==> config.mk <==
export PLATFORM = sky130hd
export DESIGN_NAME = mtps_stage_ctl
export DESIGN_NICKNAME = d
export VERILOG_FILES = /design/src/rtl/mtps_pkg.sv /design/src/rtl/mtps_skid_q.sv /design/src/rtl/mtps_thr_ctl.sv /design/src/rtl/mtps_fwd_pick.sv /design/src/rtl/mtps_stage_ctl.sv
export SDC_FILE = /design/constraint.sdc
export NUM_CORES = 1
export LEC_CHECK = 0
export BUFFER_PORTS_ARGS = -buffer_cell sky130_fd_sc_hd__buf_2
export CAP_MARGIN = 0
export CELL_PAD_IN_SITES_DETAIL_PLACEMENT = 1
export CELL_PAD_IN_SITES_GLOBAL_PLACEMENT = 1
export CORE_MARGIN = 10
export CORE_UTILIZATION = 46
export DETAILED_ROUTE_END_ITERATION = 16
export GPL_ROUTABILITY_DRIVEN = 0
export GPL_TIMING_DRIVEN = 0
export HOLD_SLACK_MARGIN = 0.02
export PLACE_DENSITY_LB_ADDON = 0.12
export SLEW_MARGIN = 20
export SYNTH_ARGS = -nofsm -noshare
export SYNTH_HDL_FRONTEND = slang
export SYNTH_SLANG_ARGS = --single-unit
==> constraint.sdc <==
create_clock -name clk -period 6.1 [get_ports clk]
set_input_delay 1.22 -clock clk [delete_from_list [all_inputs] [get_ports clk]]
set_output_delay 1.22 -clock clk [all_outputs]
set_load 0.02 [all_outputs]
==> src/rtl/mtps_pkg.sv <==
package mtps_pkg;

  typedef enum logic [2:0] {
    TS_IDLE = 3'd0,
    TS_RUN  = 3'd1,
    TS_BLK  = 3'd2,
    TS_UNB  = 3'd3,
    TS_SQ   = 3'd4
  } thr_state_e;

  typedef struct packed {
    thr_state_e st;
    logic       blk;
    logic       unblk;
  } thr_step_t;

  // Statuses in which a thread may hand a token downstream.
  function automatic logic may_issue(thr_state_e s);
    return (s == TS_IDLE) || (s == TS_RUN) || (s == TS_UNB);
  endfunction

  // One cycle of the per-thread status machine.
  function automatic thr_step_t thr_next(
    thr_state_e cur,
    logic       stall,
    logic       cut,
    logic       has_ent,
    logic       room,
    logic       drains,
    logic       ins
  );
    thr_step_t r;
    r.st    = cur;
    r.blk   = 1'b0;
    r.unblk = 1'b0;
    if (stall) begin
      r.st  = TS_BLK;
      r.blk = (cur != TS_BLK);
    end else if (cut) begin
      r.st = TS_SQ;
    end else if (cur == TS_BLK) begin
      r.st = TS_UNB;
    end else if (cur == TS_SQ) begin
      r.st = has_ent ? TS_UNB : TS_RUN;
    end else if (has_ent && !room) begin
      r.st = TS_BLK;
    end else if (cur == TS_UNB) begin
      if (drains && !ins) begin
        r.st    = TS_RUN;
        r.unblk = 1'b1;
      end
    end else if (cur == TS_IDLE && ins) begin
      r.st = TS_RUN;
    end
    return r;
  endfunction

endpackage

==> src/rtl/mtps_skid_q.sv <==
module mtps_skid_q #(
  parameter int DEPTH = 4,
  parameter int SEQ_W = 16,
  localparam int CW   = $clog2(DEPTH + 1)
) (
  input  logic             clk,
  input  logic             rst,
  input  logic             push,
  input  logic [SEQ_W-1:0] push_seq,
  input  logic             pop,
  input  logic             cut,
  input  logic [SEQ_W-1:0] cut_seq,
  output logic [SEQ_W-1:0] head_seq,
  output logic [CW-1:0]    count
);

  logic [SEQ_W-1:0] mem_q [DEPTH];
  logic [SEQ_W-1:0] mem_d [DEPTH];
  logic [CW-1:0]    cnt_q, cnt_d, kept;

  // Entries are held oldest first, so survivors of a cut form a prefix.
  always_comb begin
    kept = '0;
    for (int i = 0; i < DEPTH; i++) begin
      if (CW'(i) < cnt_q && mem_q[i] <= cut_seq) kept = kept + CW'(1);
    end
  end

  always_comb begin
    mem_d = mem_q;
    cnt_d = cnt_q;
    if (cut) begin
      cnt_d = kept;
    end else if (pop && cnt_q != '0) begin
      for (int i = 0; i < DEPTH - 1; i++) mem_d[i] = mem_q[i+1];
      cnt_d = cnt_q - CW'(1);
    end
    if (push && cnt_d < CW'(DEPTH)) begin
      for (int i = 0; i < DEPTH; i++) begin
        if (CW'(i) == cnt_d) mem_d[i] = push_seq;
      end
      cnt_d = cnt_d + CW'(1);
    end
  end

  always_ff @(posedge clk) begin
    if (rst) begin
      cnt_q <= '0;
      for (int i = 0; i < DEPTH; i++) mem_q[i] <= '0;
    end else begin
      cnt_q <= cnt_d;
      for (int i = 0; i < DEPTH; i++) mem_q[i] <= mem_d[i];
    end
  end

  assign head_seq = mem_q[0];
  assign count    = cnt_q;

endmodule

==> src/rtl/mtps_thr_ctl.sv <==
module mtps_thr_ctl
  import mtps_pkg::*;
(
  input  logic       clk,
  input  logic       rst,
  input  logic       stall,
  input  logic       cut,
  input  logic       has_ent,
  input  logic       room,
  input  logic       drains,
  input  logic       ins,
  output thr_state_e st,
  output logic       can_issue,
  output logic       blk_pulse,
  output logic       unblk_pulse
);

  thr_step_t step;

  assign can_issue = !stall && !cut && may_issue(st);
  assign step      = thr_next(st, stall, cut, has_ent, room, drains, ins);

  always_ff @(posedge clk) begin
    if (rst) begin
      st          <= TS_IDLE;
      blk_pulse   <= 1'b0;
      unblk_pulse <= 1'b0;
    end else begin
      st          <= step.st;
      blk_pulse   <= step.blk;
      unblk_pulse <= step.unblk;
    end
  end

endmodule

==> src/rtl/mtps_fwd_pick.sv <==
module mtps_fwd_pick #(
  parameter int N = 2
) (
  input  logic [N-1:0] req,
  output logic [N-1:0] gnt,
  output logic         any
);

  // Fixed ascending priority: lowest thread number wins.
  always_comb begin
    gnt = '0;
    for (int i = 0; i < N; i++) begin
      if (req[i] && gnt == '0) gnt[i] = 1'b1;
    end
  end

  assign any = |req;

endmodule

==> src/rtl/mtps_stage_ctl.sv <==
module mtps_stage_ctl
  import mtps_pkg::*;
#(
  parameter int NTHREADS = 2,
  parameter int WIDTH    = 4,
  parameter int SEQ_W    = 16,
  parameter int CNT_W    = 32,
  localparam int TID_W   = (NTHREADS > 1) ? $clog2(NTHREADS) : 1,
  localparam int OCC_W   = $clog2(WIDTH + 1)
) (
  input  logic                  clk,
  input  logic                  rst,
  input  logic                  in_vld,
  input  logic [TID_W-1:0]      in_tid,
  input  logic [SEQ_W-1:0]      in_seq,
  input  logic                  in_dead,
  input  logic                  sq_vld,
  input  logic [TID_W-1:0]      sq_tid,
  input  logic [SEQ_W-1:0]      sq_seq,
  input  logic [NTHREADS-1:0]   dn_block,
  input  logic [NTHREADS-1:0]   res_stall,
  input  logic [OCC_W-1:0]      dn_free,
  output logic                  out_vld,
  output logic [TID_W-1:0]      out_tid,
  output logic [SEQ_W-1:0]      out_seq,
  output logic [NTHREADS-1:0]   up_block,
  output logic [NTHREADS-1:0]   up_unblock,
  output logic [3*NTHREADS-1:0] thr_status,
  output logic [CNT_W-1:0]      run_cycles,
  output logic [CNT_W-1:0]      idle_cycles
);

  localparam int SUM_W = $clog2(WIDTH * NTHREADS + 1);

  // Named internal events, visible to the bound checker.
  logic [NTHREADS-1:0] thr_stall, thr_cut, thr_ins, thr_req, fwd_gnt, thr_issue;
  logic [SUM_W-1:0]    occ_total;
  logic                in_take, in_cut, fwd_any, room;
  logic [TID_W-1:0]    gnt_tid;
  logic [SEQ_W-1:0]    gnt_seq;

  logic [OCC_W-1:0]    q_cnt  [NTHREADS];
  logic [SEQ_W-1:0]    q_head [NTHREADS];
  thr_state_e          q_st   [NTHREADS];

  assign room   = (dn_free != '0);
  assign in_cut = sq_vld && (sq_tid == in_tid) && (in_seq > sq_seq);

  always_comb begin
    occ_total = '0;
    for (int t = 0; t < NTHREADS; t++) occ_total = occ_total + SUM_W'(q_cnt[t]);
  end

  assign in_take = in_vld && !in_dead && !in_cut && (occ_total < SUM_W'(WIDTH));

  for (genvar t = 0; t < NTHREADS; t++) begin : g_thr
    assign thr_stall[t] = dn_block[t] | res_stall[t];
    assign thr_cut[t]   = sq_vld && (sq_tid == TID_W'(t));
    assign thr_ins[t]   = in_take && (in_tid == TID_W'(t));
    assign thr_req[t]   = thr_issue[t] && (q_cnt[t] != '0) && room;

    mtps_skid_q #(.DEPTH(WIDTH), .SEQ_W(SEQ_W)) u_q (
      .clk      (clk),
      .rst      (rst),
      .push     (thr_ins[t]),
      .push_seq (in_seq),
      .pop      (fwd_gnt[t]),
      .cut      (thr_cut[t]),
      .cut_seq  (sq_seq),
      .head_seq (q_head[t]),
      .count    (q_cnt[t])
    );

    mtps_thr_ctl u_ctl (
      .clk         (clk),
      .rst         (rst),
      .stall       (thr_stall[t]),
      .cut         (thr_cut[t]),
      .has_ent     (q_cnt[t] != '0),
      .room        (room),
      .drains      ((q_cnt[t] == '0) || (q_cnt[t] == OCC_W'(1) && fwd_gnt[t])),
      .ins         (thr_ins[t]),
      .st          (q_st[t]),
      .can_issue   (thr_issue[t]),
      .blk_pulse   (up_block[t]),
      .unblk_pulse (up_unblock[t])
    );

    assign thr_status[3*t +: 3] = q_st[t];
  end

  mtps_fwd_pick #(.N(NTHREADS)) u_pick (
    .req (thr_req),
    .gnt (fwd_gnt),
    .any (fwd_any)
  );

  always_comb begin
    gnt_tid = '0;
    gnt_seq = '0;
    for (int t = 0; t < NTHREADS; t++) begin
      if (fwd_gnt[t]) begin
        gnt_tid = TID_W'(t);
        gnt_seq = q_head[t];
      end
    end
  end

  always_ff @(posedge clk) begin
    if (rst) begin
      out_vld     <= 1'b0;
      out_tid     <= '0;
      out_seq     <= '0;
      run_cycles  <= '0;
      idle_cycles <= '0;
    end else begin
      out_vld <= fwd_any;
      if (fwd_any) begin
        out_tid    <= gnt_tid;
        out_seq    <= gnt_seq;
        run_cycles <= run_cycles + CNT_W'(1);
      end else begin
        idle_cycles <= idle_cycles + CNT_W'(1);
      end
    end
  end

endmodule

==> impl_table.tex, run 1 <==
\begin{tabular}{lr}
\hline
Metric & Value \\
\hline
\multicolumn{2}{l}{\textbf{Status}} \\
Result of the run & finished clean \\
\multicolumn{2}{l}{\textbf{Power and ir drop}} \\
Leakage Power & slightly above 0.008 µW \\
Power density over cell area & roughly 240 mW/mm² \\
Worst voltage drop across the vdd grid & 209 µV \\
\multicolumn{2}{l}{\textbf{Floorplan}} \\
Horizontal extent of the die & about 200 µm \\
Initial standard-cell utilization of the core & 46.5\% \\
I/O pins & approximately 140 \\
Core area & around 0.031 mm² \\
Std-Cell Rows & between 60 and 70 \\
Die H & 198 µm \\
Die Area & 0.0394 mm² \\
\multicolumn{2}{l}{\textbf{Timing}} \\
Tightest Pin Transition & approximately 0.89 ns \\
Final hold violation count & 0 \\
Setup repair after global routing missed its margin & no \\
Number of max-slew violations in the final report & 0 \\
Post-route worst hold slack & 0.483 ns \\
Slew Limit Headroom & 40.3\% \\
Shortest period the worst path allows & between 5 and 6 ns \\
Maximum clock rate & around 180 MHz \\
Final cycle utilization of the critical path & between 90\% and 100\% \\
Largest clock skew in the final design & approximately 0.011 ns \\
Endpoints failing setup & 0 \\
\multicolumn{2}{l}{\textbf{Place}} \\
\# port buffers & $\sim$140 \\
Post-detail-place hpwl & 38200 µm \\
\multicolumn{2}{l}{\textbf{Critical path}} \\
Startpoint-to-endpoint class of the critical path & input pin to flop \\
Crit path required time & 6.57 ns \\
Crit path arrival time & about 6.1 ns \\
Endpoint kind of the worst setup timing path & flop \\
Sort of element at the start of the critical path & input pin \\
Maximum fanout encountered on the critical timing path & 10 \\
\multicolumn{2}{l}{\textbf{Synthesis}} \\
Syn Inst Count & 1638 \\
Top-count cell post-synth & dfxtp\_1 \\
Synthesized area per cell & 8.94 µm² \\
Number of synthesized register bits & approximately 230 \\
Number of unique standard cell types used by synthesis & 88 \\
Proportion of register bits with asynchronous set or reset after synthesis & 0\% \\
Cell area after technology mapping & between 0.01 and 0.015 mm² \\
Warnings from Yosys & 0 \\
Portion of the post-synthesis area used by sequential elements & a little under a third \\
Number of nets in the synthesized netlist & roughly 1900 \\
Number of flops mapped to enable cells by yosys & 0 \\
Share of the synthesized area in the top cell type & $\sim$31\% \\
Top cells by area in the synthesized netlist & dfxtp\_1 31\%, ha\_1 15\%, mux2i\_1 9.8\% \\
Dominant synthesized flop cell & dfxtp\_1 \\
Most common library cells after synthesis & 226 x dfxtp\_1, 200 x nor2\_1, 171 x nand2\_1, 170 x ha\_1, 144 x mux2i\_1 \\
Cell type with the largest total area after synthesis & dfxtp\_1 \\
\multicolumn{2}{l}{\textbf{Cells and area}} \\
Net count, final & between 2000 and 2500 \\
Final core area utilization & between 50\% and 60\% \\
P\&R area growth vs syn & 14.5\% \\
Fraction of final layout cells with drive strength greater than 1 & 17.1\% \\
\multicolumn{2}{l}{\textbf{Global route}} \\
Wire length of the first global-routing pass & 76500 µm \\
Initial antenna violation count & 1 \\
Pin count of the biggest net entering global routing & 14 \\
GRT Overall Usage & approximately 24\% \\
Grt total ovfl & 0 \\
Number of global-route vias before repair & $\sim$14000 \\
\multicolumn{2}{l}{\textbf{Flow run}} \\
Maximum Capacitance Violations & 0 \\
\multicolumn{2}{l}{\textbf{Detailed routing}} \\
Antenna violation net count after detailed routing & 0 \\
Number of detailed-route iterations in the first pass & 5 \\
Number of vias per cell after detailed routing & a little under 6 \\
Routed length per placed instance & $\sim$22 µm \\
Via count & $\sim$13000 \\
Final WL & 49300 µm \\
Number of DRC markers after the initial detailed-route iteration & around 540 \\
Remaining DRCs & 0 \\
\multicolumn{2}{l}{\textbf{Min path}} \\
Class of the worst hold path & flop to flop \\
\multicolumn{2}{l}{\textbf{Clock tree}} \\
Number of sinks driven by the clock tree & approximately 230 \\
Source-to-sink clock delay at the later pin of the worst-skew pair & 0.55 ns \\
Root buffer cell & clkbuf\_16 \\
Number of CTS-inserted buffers & 28 \\
Clock transition at the registers of the reported paths & $\sim$0.060 ns \\
Maximum clock insertion buffer count & 3 \\
Clock tree from TritonCTS & done \\
CTS H-tree depth & 1 \\
\hline
\end{tabular}
[through the flow]
stage | area [µm²] | TNS, ns | cells | total power (µW) | worst slack (ns)
2_1_floorplan | 14600 | 0 | 1638 | 2100 | 0.730
3_5_place_dp | 15800 | -2.75 | 2176 | 2340 | -0.290
3_3_place_gp | 15800 | -1.63 | 2176 | 2300 | -0.173
6_report | 16800 | 0 | 2229 | 3960 | 0.457
4_1_cts | 16700 | 0 | 2222 | 3970 | 0.225
5_1_grt | 16800 | 0 | 2229 | 4120 | 0.143
[cell families (layout without fill, tap and decap cells)]
logic type      count (synthesis)  in the layout  share of synthesized area, %
xor+xnor                       55             55                          3.29
simple gates                  629            629                          21.0
compound gates                246            246                          12.3
other cells                     0              1                             0
flops                         226            226                          30.9
mux                           191            191                          13.5
buf+inv                       121            309                          4.50
fa+ha+maj                     170            170                          14.5
[final timing paths]
check / from / slack (ns) / endpoint / cells past startpoint
worst min-delay path: g_thr[1].u_q.mem_q[12] / 0.48 / g_thr[1].u_q.mem_q[12] / 2
worst max-delay path: sq_seq[8] / 0.46 / g_thr[1].u_q.mem_q[21] / 20
worst min register to register: g_thr[1].u_q.mem_q[12] / 0.48 / g_thr[1].u_q.mem_q[12] / 2
worst max register to register: g_thr[1].u_q.head_seq[9] / 1.24 / g_thr[1].u_q.mem_q[21] / 18
[worst max-delay path: stages]
cell and delay, ns:
buf_2 0.11, clkinvlp_4 0.28, ha_1 0.39, nand4_1 0.10, or2_2 0.33, or4_1 0.56, nor2b_1 0.17, a221oi_1 0.35
ha_1 0.37, xor2_1 0.20, ha_1 0.27, o31ai_1 0.27, a31o_2 0.21, inv_1 0.08, ha_1 0.21, and3_1 0.17
a32oi_4 0.20, buf_12 0.15, buf_6 0.19, mux2i_1 0.24
[timing repair]
item / CTS / global route
buffers inserted: 0 / 6
gates resized for setup: 0 / 1
hold buffers: 0 / 0
setup endpoints to repair: 0 / 8
[final cells by class]
class	count	area [µm²]
multi-input cells	1291	9450
fillers	3717	14700
plain buffers	76	489
clock inverters	6	55.1
diodes	1	2.50
flip-flops and latches	226	4520
inverters	45	173
repair buffers	142	738
clock buffers	40	827
well taps	402	503
[cells in the final DEF (no fill, tap or decap), types with 21 or more instances in the layout]
master | synthesis | layout
xor2_1 | 33 | 33
dfxtp_1 | 226 | 226
a21oi_1 | 72 | 72
a21o_1 | 21 | 21
clkbuf_1 | 35 | 40
nand4_1 | 41 | 41
mux2_2 | 46 | 46
inv_1 | 45 | 44
buf_2 | 8 | 144
and3_1 | 23 | 23
mux2i_1 | 144 | 144
o21ai_0 | 39 | 39
nand3_1 | 25 | 25
ha_1 | 170 | 170
or3_1 | 50 | 50
nand2_1 | 171 | 171
nor2_1 | 200 | 200
clkbuf_16 | 0 | 29
xnor2_1 | 22 | 22
[metal layers]
layer  up-vias  GRT usage, %  share of wire (%)
li1       6206             -                  -
met1      6431          30.2                 44
met2       226          43.3                 50
met3        80          2.45                3.1
met4         0          8.26                3.2
met5         -             0                  0
[flip-flops by register name (all words and copies together) (netlist names)]
name and cells:
g_thr.u_q.mem_q 96, g_thr.u_q.head_seq 32, idle_cycles 32, run_cycles 32
out_seq 16, g_thr.u_ctl.st 6, g_thr.u_q.count 6, g_thr.u_ctl.blk_pulse 2
g_thr.u_ctl.unblk_pulse 2, out_tid 1, out_vld 1
[report_power, final]
part | internal (µW) | switching [µW] | total [µW] | leakage, µW
Combinational | 283 | 449 | 732 | 0.00587
Sequential | 1530 | 56.4 | 1590 | 0.00183
Clock | 969 | 669 | 1640 | 0.000440
Note: power is estimated with default switching activity, not from simulation.
==> inputs of run 2 (changes only) <==
- CORE_ASPECT_RATIO: not set -> 0.8
==> run 2 against run 1 <==
  * Via count barely moved
  * Register-to-register slack got worse by 0.03 ns
  * Critical path type unchanged
  * Clock-buffer cell count fell by 3
  * Sequential power barely moved
  * Largest power group is now sequential cells
  * Sequential share of layout area rose by 0.13 points
==> impl_table.tex, run 2 (synthesized netlist as in run 1, its figures left out) <==
\begin{tabular}{lr}
\hline
Metric & Value \\
\hline
\multicolumn{2}{l}{\textbf{Cells and area}} \\
Max reg flops & 96 (unchanged) \\
Most common library cell in the layout ignoring fill and taps & dfxtp\_1 \\
Number of fill cells in the layout & 3748 (+0.83\%) \\
Leading cell types in the layout, fill and taps excluded & 226 x dfxtp\_1, 200 x nor2\_1, 171 x nand2\_1 \\
Number of standard cells in the final layout excluding fillers & 2243 (+0.63\%) \\
Fraction of final layout cells with drive strength greater than 1 & 16.8\% (-0.34 points) \\
Final core area utilization & 53.1\% (-0.17 points) \\
P\&R area growth vs syn & 14.0\% \\
Net count, final & 2025 (-0.049\%) \\
Largest Register & g\_thr.u\_q.mem\_q \\
Final cell area excluding filler cells & 0.0167 mm² (-0.48\%) \\
\multicolumn{2}{l}{\textbf{Global route}} \\
GRT Overall Usage & 24.3\% (-0.15 points) \\
Pin count of the biggest net entering global routing & 13 (-1) \\
Wire length of the first global-routing pass & 76700 µm (+0.21\%) \\
Initial antenna violation count & 2 (+1) \\
Number of global-route vias before repair & 13700 (-0.49\%) \\
Grt total ovfl & 0 (unchanged) \\
\multicolumn{2}{l}{\textbf{Power and ir drop}} \\
Power density over cell area & 231 mW/mm² (-2.1\%) \\
Worst voltage drop across the vdd grid & 199 µV (-4.8\%) \\
Leakage Power & 0.00808 µW (-0.71\%) \\
\multicolumn{2}{l}{\textbf{Floorplan}} \\
Initial standard-cell utilization of the core & 46.6\% (+0.076 points) \\
Horizontal extent of the die & 219 µm (+11\%) \\
Core area & 0.0314 mm² (-0.16\%) \\
Die H & 180 µm (-9.5\%) \\
I/O pins & 138 (unchanged) \\
Die Area & 0.0394 mm² (+0.11\%) \\
Std-Cell Rows & 58 (-11\%) \\
\multicolumn{2}{l}{\textbf{Critical path}} \\
Launch instance of the worst register-to-register path & g\_thr[1].u\_q.head\_seq[9] \\
Crit path required time & 6.57 ns (about the same) \\
Endpoint kind of the worst setup timing path & flop \\
Worst reg2reg endpoint & g\_thr[1].u\_q.mem\_q[22] \\
Sort of element at the start of the critical path & input pin \\
Startpoint-to-endpoint class of the critical path & input pin to flop \\
Path depth of the worst reg2reg path & 17 (-1) \\
Reg2reg setup slack & 1.21 ns (-0.03 ns) \\
Maximum fanout encountered on the critical timing path & 10 (unchanged) \\
Crit path arrival time & 6.25 ns (+0.14 ns) \\
\multicolumn{2}{l}{\textbf{Detailed routing}} \\
Number of vias per cell after detailed routing & 5.77 (-0.55\%) \\
Number of detailed-route iterations in the first pass & 5 (unchanged) \\
Number of DRC markers after the initial detailed-route iteration & 741 (+37\%) \\
Remaining DRCs & 0 (unchanged) \\
Routed length per placed instance & 21.8 µm (-1.3\%) \\
Via count & 13000 (+0.077\%) \\
Final WL & 48900 µm (-0.72\%) \\
Antenna violation net count after detailed routing & 0 (unchanged) \\
\multicolumn{2}{l}{\textbf{Min path}} \\
Class of the worst hold path & flop to flop \\
Hold Crit Start & g\_thr[0].u\_q.mem\_q[0] \\
Endpoint of the worst hold path & g\_thr[0].u\_q.mem\_q[0] \\
Worst hold path stage count & 2 (unchanged) \\
\multicolumn{2}{l}{\textbf{Timing}} \\
Setup repair after global routing missed its margin & no \\
Shortest period the worst path allows & 5.77 ns (+0.130 ns) \\
Maximum clock rate & 173 MHz (-2.2\%) \\
Tightest Pin Transition & 0.964 ns (+0.0753 ns) \\
Final hold violation count & 0 (unchanged) \\
Number of max-slew violations in the final report & 0 (unchanged) \\
Slew Limit Headroom & 35.2\% (-5.1 points) \\
Largest clock skew in the final design & 0.0156 ns (+0.00502 ns) \\
Setup slack after layout & 0.328 ns (-0.130 ns) \\
Post-route worst hold slack & 0.476 ns (-0.00698 ns) \\
Final cycle utilization of the critical path & 94.6\% (+2.1 points) \\
Endpoints failing setup & 0 (unchanged) \\
\multicolumn{2}{l}{\textbf{Clock tree}} \\
Root buffer cell & clkbuf\_16 \\
Number of sinks driven by the clock tree & 226 (unchanged) \\
Maximum clock insertion buffer count & 3 (unchanged) \\
CTS H-tree depth & 1 (unchanged) \\
Source-to-sink clock delay at the later pin of the worst-skew pair & 0.56 ns (about the same) \\
Clock tree from TritonCTS & done \\
Number of CTS-inserted buffers & 27 (-3.6\%) \\
Clock transition at the registers of the reported paths & 0.06 ns (about the same) \\
\multicolumn{2}{l}{\textbf{Place}} \\
Number of instances in the placed design & 2194 (+0.83\%) \\
Post-detail-place hpwl & 38100 µm (about the same) \\
Placed cell areas & 0.0158 mm² (+0.14\%) \\
Pre-CTS setup slack & -0.319 ns (-0.0292 ns) \\
\# port buffers & 136 (unchanged) \\
\multicolumn{2}{l}{\textbf{Status}} \\
Result of the run & finished clean \\
\multicolumn{2}{l}{\textbf{Flow run}} \\
Maximum Capacitance Violations & 0 (unchanged) \\
\hline
\end{tabular}
run 2: cell count changes in the layout (fill, tap and decap cells not counted), sizes merged:
cell / previous run / this run
clkbuf: 77 / 74
diode: 1 / 2
clkinv: 5 / 3
run 2: worst max path at each step:
stage                     from                endpoint  slack (ns)  cells after the start
floorplan            sq_seq[9]  g_thr[1].u_q.mem_q[24]        0.73                     18
global placement    sq_seq[15]  g_thr[1].u_q.mem_q[24]       -0.18                     19
detailed placement  sq_seq[15]  g_thr[1].u_q.mem_q[29]       -0.32                     19
CTS                 sq_seq[15]  g_thr[1].u_q.mem_q[22]        0.24                     19
global route        sq_seq[15]  g_thr[1].u_q.mem_q[26]        0.06                     19
finish              sq_seq[15]  g_thr[1].u_q.mem_q[22]        0.33                     19
run 2: area by class of cell:
type	instances	area, µm²	share of cell area (%)
diodes	2	5.00	0.0300
plain buffers	76	489	2.93
clock buffers	37	743	4.45
clock inverters	4	45.0	0.270
inverters	45	173	1.03
multi-input cells	1291	9450	56.7
flip-flops and latches	226	4520	27.1
well taps	420	526	3.15
repair buffers	142	726	4.35
run 2: what timing repair did:
| item | 4_1_cts | 5_1_grt |
|---|---|---|
| hold buffers | 0 | 0 |
| endpoints found under the setup margin | 0 | 10 |
| buffers inserted | 0 | 6 |
| hold endpoints to repair | 0 | 0 |
| gates resized for setup | 0 | 1 |
run 2: per-stage QoR:
step / TNS (ns) / total power [µW]
6_report: 0 / 3860
5_1_grt: 0 / 4030
4_1_cts: 0 / 3870
3_5_place_dp: -3.58 / 2340
3_3_place_gp: -1.76 / 2300
2_1_floorplan: 0 / 2100
run 2: critical path: stages:
cell and delay (ns):
buf_2 0.10, clkinvlp_4 0.32, ha_1 0.46, nand4_1 0.09
or2_2 0.30, or4_1 0.57, nor2b_1 0.17, a221oi_1 0.45
ha_1 0.40, xor2_1 0.20, ha_1 0.28, o31ai_1 0.24
a31o_2 0.19, inv_1 0.07, ha_1 0.21, and3_1 0.17
a32oi_4 0.34, buf_6 0.24, mux2i_1 0.21
run 2: routing by layer:
metal / GRT usage [%] / up-vias / wire (µm)
li1: - / 6222 / -
met1: 32.1 / 6471 / 22900
met2: 40.8 / 193 / 23300
met3: 2.90 / 67 / 1510
met4: 6.66 / 0 / 1260
met5: 0 / - / 0
run 2: power breakdown:
| part | internal, µW | leakage [µW] | switching [µW] |
|---|---|---|---|
| Clock | 878 | 0.000388 | 654 |
| Combinational | 281 | 0.00587 | 455 |
| Sequential | 1530 | 0.00183 | 58.1 |
